===== config.mk =====
export PLATFORM = sky130hd
export DESIGN_NAME = phy_ctrl_reg
export DESIGN_NICKNAME = d
export VERILOG_FILES = /design/src/rtl/phy_ctrl_pkg.sv /design/src/rtl/phy_sc_bit.sv /design/src/rtl/phy_mode_sel.sv /design/src/rtl/phy_ctrl_reg.sv
export SDC_FILE = /design/constraint.sdc
export NUM_CORES = 1
export LEC_CHECK = 0
export ABC_CLOCK_PERIOD_IN_PS = 1300
export BUFFER_PORTS_ARGS = -buffer_cell sky130_fd_sc_hd__buf_2
export CAP_MARGIN = 15
export CORE_ASPECT_RATIO = 1.2
export CORE_MARGIN = 2
export CORE_UTILIZATION = 36
export DETAILED_ROUTE_END_ITERATION = 8
export PLACE_DENSITY = 0.74
export REMOVE_ABC_BUFFERS = 1
export SLEW_MARGIN = 0
export SYNTH_ARGS = -nofsm -noshare
export SYNTH_HDL_FRONTEND = slang
export SYNTH_SLANG_ARGS = --single-unit

===== constraint.sdc =====
create_clock -name clk -period 1.3 [get_ports clk]
set_input_delay 0.13 -clock clk [delete_from_list [all_inputs] [get_ports clk]]
set_output_delay 0.13 -clock clk [all_outputs]
set_load 0.05 [all_outputs]

===== src/rtl/phy_ctrl_pkg.sv =====
package phy_ctrl_pkg;
  localparam int REG_W     = 16;
  localparam int B_SRST    = 15;
  localparam int B_LOOP    = 14;
  localparam int B_SPEED   = 13;
  localparam int B_ANEG    = 12;
  localparam int B_PDOWN   = 11;
  localparam int B_ISO     = 10;
  localparam int B_RESTART = 9;
  localparam int B_DUPLEX  = 8;
  localparam logic [REG_W-1:0] CFG_MASK =
    (REG_W'(1) << B_LOOP) | (REG_W'(1) << B_SPEED) | (REG_W'(1) << B_ANEG) |
    (REG_W'(1) << B_PDOWN) | (REG_W'(1) << B_ISO) | (REG_W'(1) << B_DUPLEX);
endpackage


===== src/rtl/phy_sc_bit.sv =====
module phy_sc_bit (
  input  logic clk,
  input  logic rst,
  input  logic set,
  input  logic clr,
  input  logic flush,
  output logic q
);
  always_ff @(posedge clk) begin
    if (rst || flush) q <= 1'b0;
    else if (set)     q <= 1'b1;
    else if (clr)     q <= 1'b0;
  end


  hold_until_ack_chk: assert property (@(posedge clk) disable iff (rst)
    (q && !clr && !flush) |=> q);
endmodule


===== src/rtl/phy_mode_sel.sv =====
module phy_mode_sel (
  input  logic clk,
  input  logic an_en,
  input  logic man_speed,
  input  logic man_duplex,
  input  logic an_speed,
  input  logic an_duplex,
  output logic eff_speed,
  output logic eff_duplex
);
  always_ff @(posedge clk) begin
    eff_speed  <= an_en ? an_speed  : man_speed;
    eff_duplex <= an_en ? an_duplex : man_duplex;
  end
endmodule


===== src/rtl/phy_ctrl_reg.sv =====
module phy_ctrl_reg
  import phy_ctrl_pkg::*;
#(
  parameter int ADDR_W = 5,
  parameter logic [ADDR_W-1:0] REG_ADDR = '0
) (
  input  logic              clk,
  input  logic              rst,
  input  logic [ADDR_W-1:0] addr,
  input  logic              wr_en,
  input  logic [REG_W-1:0]  wdata,
  output logic [REG_W-1:0]  rdata,
  input  logic              strap_speed,
  input  logic              strap_aneg,
  input  logic              strap_duplex,
  input  logic              rst_done,
  input  logic              an_started,
  input  logic              an_speed,
  input  logic              an_duplex,
  output logic              soft_rst,
  output logic              loopback,
  output logic              pwr_down,
  output logic              isolate,
  output logic              an_enable,
  output logic              an_restart,
  output logic              eff_speed,
  output logic              eff_duplex
);
  logic [REG_W-1:0] cfg_q;
  logic [REG_W-1:0] dflt;
  logic             srst_q;
  logic             pend_q;
  logic             pulse_q;
  logic             addr_hit;
  logic             wr_hit;
  logic             srst_start;
  logic             cfg_wr;
  logic             restart_acc;

  assign addr_hit    = (addr == REG_ADDR);
  assign wr_hit      = wr_en && addr_hit;
  assign srst_start  = wr_hit && wdata[B_SRST] && !srst_q;
  assign cfg_wr      = wr_hit && !srst_q && !wdata[B_SRST];
  assign restart_acc = cfg_wr && wdata[B_ANEG] && wdata[B_RESTART] && !pend_q;

  always_comb begin
    dflt           = '0;
    dflt[B_SPEED]  = strap_speed;
    dflt[B_ANEG]   = strap_aneg;
    dflt[B_DUPLEX] = strap_duplex;
  end

  always_ff @(posedge clk) begin
    if (rst || srst_q || srst_start) cfg_q <= dflt;
    else if (cfg_wr)                 cfg_q <= wdata & CFG_MASK;
  end

  phy_sc_bit u_srst (
    .clk(clk), .rst(rst), .set(srst_start), .clr(rst_done),
    .flush(1'b0), .q(srst_q)
  );

  phy_sc_bit u_restart (
    .clk(clk), .rst(rst), .set(restart_acc), .clr(an_started),
    .flush(srst_q || srst_start), .q(pend_q)
  );

  always_ff @(posedge clk) begin
    if (rst) pulse_q <= 1'b0;
    else     pulse_q <= restart_acc;
  end

  always_ff @(posedge clk) begin
    if (rst)           rdata <= '0;
    else if (addr_hit) rdata <= cfg_q | (REG_W'(srst_q) << B_SRST)
                                      | (REG_W'(pend_q) << B_RESTART);
    else               rdata <= '0;
  end

  phy_mode_sel u_mode (
    .clk(clk), .an_en(cfg_q[B_ANEG]),
    .man_speed(cfg_q[B_SPEED]), .man_duplex(cfg_q[B_DUPLEX]),
    .an_speed(an_speed), .an_duplex(an_duplex),
    .eff_speed(eff_speed), .eff_duplex(eff_duplex)
  );

  assign soft_rst   = srst_q;
  assign loopback   = cfg_q[B_LOOP];
  assign pwr_down   = cfg_q[B_PDOWN];
  assign isolate    = cfg_q[B_ISO];
  assign an_enable  = cfg_q[B_ANEG];
  assign an_restart = pulse_q;


  pulse_with_pending_chk: assert property (@(posedge clk) disable iff (rst)
    an_restart |-> pend_q);


  pulse_single_chk: assert property (@(posedge clk) disable iff (rst)
    an_restart |=> !an_restart);


  srst_defaults_chk: assert property (@(posedge clk) disable iff (rst)
    soft_rst |-> (!loopback && !pwr_down && !isolate && !pend_q));


  an_source_chk: assert property (@(posedge clk) disable iff (rst)
    $past(an_enable) |-> (eff_speed == $past(an_speed) && eff_duplex == $past(an_duplex)));


  man_source_chk: assert property (@(posedge clk) disable iff (rst)
    !$past(an_enable) |-> (eff_speed == $past(cfg_q[B_SPEED]) &&
                           eff_duplex == $past(cfg_q[B_DUPLEX])));
endmodule


* After elaboration in Yosys (flattened, before gate mapping) *
Index checks and enable logic that the tools add are counted.

storage, ports and cells
  bits of input ports = 31
  word-level logic and storage cells = 39
  register bits = 27

operators by class
  reduce and logical (&&, ||, !) cells = 20
  bitwise gates (word level) = 3
  mux-type cells = 8

operators by type and width
  kind                                            number
  14-bit 2-to-1 mux                               2
  15-bit by 16-bit bitwise OR with 16-bit output  1
  16-bit by 10-bit bitwise OR with 16-bit output  1
  1-bit logical AND                               8
  1-bit 2-to-1 mux                                6
  2-bit nonzero test                              3
  5-bit zero test                                 1
  1-bit logical OR                                4
  1-bit zero test                                 3
  2-bit OR reduction                              1
  1-bit NOT                                       1

* Longest topological paths before layout *
  word-level depth = 8
  gate-level depth with buffers = 4

* Modules after synthesis *
A second synthesis with hierarchy kept.

second synthesis, totals
  cells, all modules = 77
  area total of the unflattened synthesis = 837.1 um^2

by module, submodules not included
  module        instances  area an instance (um^2)  sequential area each (um^2)  cells each
  phy_ctrl_reg  1          684.4                    330.3                        65
  phy_sc_bit    2          45.0                     20.0                         4
  phy_mode_sel  1          62.6                     40.0                         4

* Least setup slack after synthesis *
OpenSTA, ideal clock, no wires.

  path type = register -> register
  from = register u_srst.q
  to = register cfg_q[12], enable pin
  path buffers = 1
  cell stages (with the launch flop) = 4
  arrival = 1.263 ns
  required time = 0.998 ns
  path slack = -0.265 ns
  path through = dfxtp_1 > or2_2 > clkbuf_1 > or2_1

between the ends
  word-level cells in the longest chain between the ends = 4
  elaborated cells between the ends (all ways) = 7
  those cells by class = reduce/logical (7)

ends and longest elaborated chain
  element                                                RTL line                                text
  from (decl)                                            phy_sc_bit.sv:7                         output logic q
  from (signal assigned)                                 phy_sc_bit.sv:10                        if (rst || flush) q <= 1'b0;
  from (signal assigned)                                 phy_sc_bit.sv:11                        else if (set) q <= 1'b1;
  from (signal assigned)                                 phy_sc_bit.sv:12                        else if (clr) q <= 1'b0;
  1-bit zero test                                        phy_ctrl_reg.sv:42, phy_ctrl_reg.sv:43
  1-bit logical AND (on tied branches)                   phy_ctrl_reg.sv:43, phy_ctrl_reg.sv:42
  1-bit logical AND or 1-bit logical OR (tied branches)  phy_ctrl_reg.sv:43, phy_ctrl_reg.sv:54
  2-bit nonzero test (no source line) *                  -
  to (signal assigned)                                   phy_ctrl_reg.sv:54                      if (rst || srst_q || srst_start) cfg_q <= dflt;
  to (signal assigned)                                   phy_ctrl_reg.sv:55                      else if (cfg_wr) cfg_q <= wdata & CFG_MASK;
  to (decl)                                              phy_ctrl_reg.sv:29                      logic [REG_W-1:0] cfg_q;

Every way passes the cells marked *; elsewhere a longest branch is shown, timed or not.
A chain may end at the register's enable or synchronous reset.

* Final worst setup path *
  from = register u_srst.q
  to = register cfg_q[8], enable pin

The elaborated chain is that of the path after synthesis.

==> results.tsv <==
metric	value	unit
yosys.area.top_type_share	39.9	%
drtPass1Iterations	3	
synth.largest_area_cell	dfxtp_1	
grt_pass1_wl	2.42	mm
final_antenna_net_count	0	
dp.final_hpwl	1.37	mm
areaGrowthSynthToFinish	32.1	%
powerDensity	1020	mW/mm^2
via_per_inst	4.68	
syn_inst	73	
start_util	38.4	%
nNetsFinal	150	
crit_path_max_fanout	8	
cts_sinks	19	
fin_util	50.7	%
finalCriticalPeriod	1.26	ns
power	0.00109	W
fp.dieW	47.1	um
drcViolationCount	0	
synth_area_per_cell	11.0	sq um
clkPwrFrac	26.4	%
worstReg2RegStart	u_srst.q	
ys_ff_latch	19	
drt-total-wl	1.62	mm
mostFrequentLayoutCell	buf_2	
synthTopCellsByArea	dfxtp_1, edfxtp_1, buf_4	
vias	693	
hold_class	in2reg	
ctsHtreeMaxLevel	1	
worst_r2r_endpoint	cfg_q[8]	
hold_viol	0	
clk_latency	0.29	ns
maxSlewViolCount	0	
whs_endpoint	u_srst.q	
arrival	1.31	ns
max_freq	0.796	GHz
crit_type	reg2reg	
post-route-cell-area	0.00106	sq mm
yosysUniqueCellTypes	23	
numCtsBuffers	3	
die_area	0.00263	sq mm
n_antenna_cell	0	
intPower	0.000789	W
finalCritPeriodShare	96.7	%
drt_iter0_drc	6	
rrSetupSlack	0.04	ns
grt_max_degree	11	
syn_area	803	sq um
crit_slowest_cell	or2_2	
p_seq_share	56.6	%
layout-drive-gt1-share	45.8	%
postCtsSetupBuffers	0	
p_leak	0.495	nW
place_area	0.00103	sq mm
gp_congestion	0.773	
final_cell_mix	buf_2, dfxtp_1, and2_1, conb_1	
switching_power	0.000297	W
clockRootBuffer	clkbuf_4	
cp_cell_sequence	or2_2 -> or2_1	
fin_skew	0.00736	ns
final.setup.tns	0	ns
cp-end-kind	register	
grt_setup_unrepaired	no	
switching_share	27.4	%
overflow	0	
core	0.00209	sq mm
synth_warnings	0	
cts_resized	0	
fin_hold_ws	0.0596	ns
ioPinCount	55	
first_global_vias	620	
io_buffers	38	
clkTransAtPathRegs	0.10	ns
rows	18	
rr_worst_depth	2	
finalSetupViolations	0	
clock_path_buffers	2	
ys_seq_area_share	51.1	%
peakVddDrop	410	uV
cts_tree	yes	
antenna_found_initial	0	
critPathRequiredTime	1.35	ns
hold_depth	2	
worstSetupStartpointType	register	
worstHoldStart	rst	
track_usage	12.8	%
outcome	complete, no violations	
slowest_delay	0.37	ns
cts_hold_buffers	0	
drv_cap	0	
die_h	55.7	um
wl_per_cell	10.9	um
power_frac_comb	17.1	%
==> sequential cells by signal, indices dropped and copies added (netlist names) <==
register / cells
cfg_q: 6
u_mode.eff_duplex: 1
u_mode.eff_speed: 1
u_srst.q: 1
an_restart: 1
rdata: 8
u_restart.q: 1
==> routing by layer <==
metal  up-vias  global-route usage, %  part of all wire [%]
met5         -                      0                     0
met4         0                   8.73                   3.2
met3         9                   4.22                   7.3
met2        30                   22.3                    54
met1       314                   11.5                    35
li1        340                      -                     -
==> cell usage after synthesis (all sizes together) <==
| library cell | n |
|---|---|
| nor4bb | 1 |
| or2 | 2 |
| conb | 1 |
| clkbuf | 2 |
| nor3 | 3 |
| buf | 8 |
| mux2 | 2 |
| edfxtp | 3 |
| and2 | 8 |
| nand3 | 1 |
| dfxtp | 16 |
| or4 | 1 |
| a221oi | 1 |
| nand4b | 5 |
| o21ai | 3 |
| nor2 | 1 |
| nand2b | 3 |
| a22o | 6 |
| nor4 | 1 |
| nor2b | 1 |
| a21oi | 4 |
==> how the worst max path moves through the flow <==
stage	from	end
4_1_cts	u_srst.q	cfg_q[8]
3_5_place_dp	addr[3]	rdata[14]
2_1_floorplan	u_srst.q	cfg_q[12]
3_3_place_gp	addr[3]	rdata[15]
6_report	u_srst.q	cfg_q[8]
5_1_grt	u_srst.q	cfg_q[8]
==> worst max-delay path: cells and delay by family (launching register included) <==
family | cells | cell delay [ns]
flip-flops | 1 | 0.35
AND/OR/NAND/NOR | 2 | 0.66
==> area by class of cell <==
type / instances / area (sq um)
fillers: 205 / 1030
flip-flops and latches: 19 / 410
multi-input cells: 51 / 352
repair buffers: 44 / 235
well taps: 30 / 37.5
clock buffers: 4 / 26.3
==> power groups by stage <==
stage / clock (W) / combinational [W] / sequential, W
global placement: 0 / 0.000182 / 0.000628
global route: 0.000319 / 0.000196 / 0.000617
floorplan: 0 / 0.0000900 / 0.000656
finish: 0.000286 / 0.000186 / 0.000614
CTS: 0.000293 / 0.000185 / 0.000615
detailed placement: 0 / 0.000185 / 0.000629
==> per-stage QoR <==
step / setup WS, ns / cells
after floorplan: -0.193 / 70
after global routing: 0.0149 / 148
after global placement: -0.0726 / 144
after CTS: 0.0441 / 148
after detailed placement: -0.0985 / 144
final: 0.0433 / 148
==> cell families after synthesis <==
family	share of synthesized area, %
flops	51.1
buf+inv	8.41
other cells	0.467
compound gates	12.0
mux	2.80
simple gates	25.2
(Power assumes the default switching activity.)
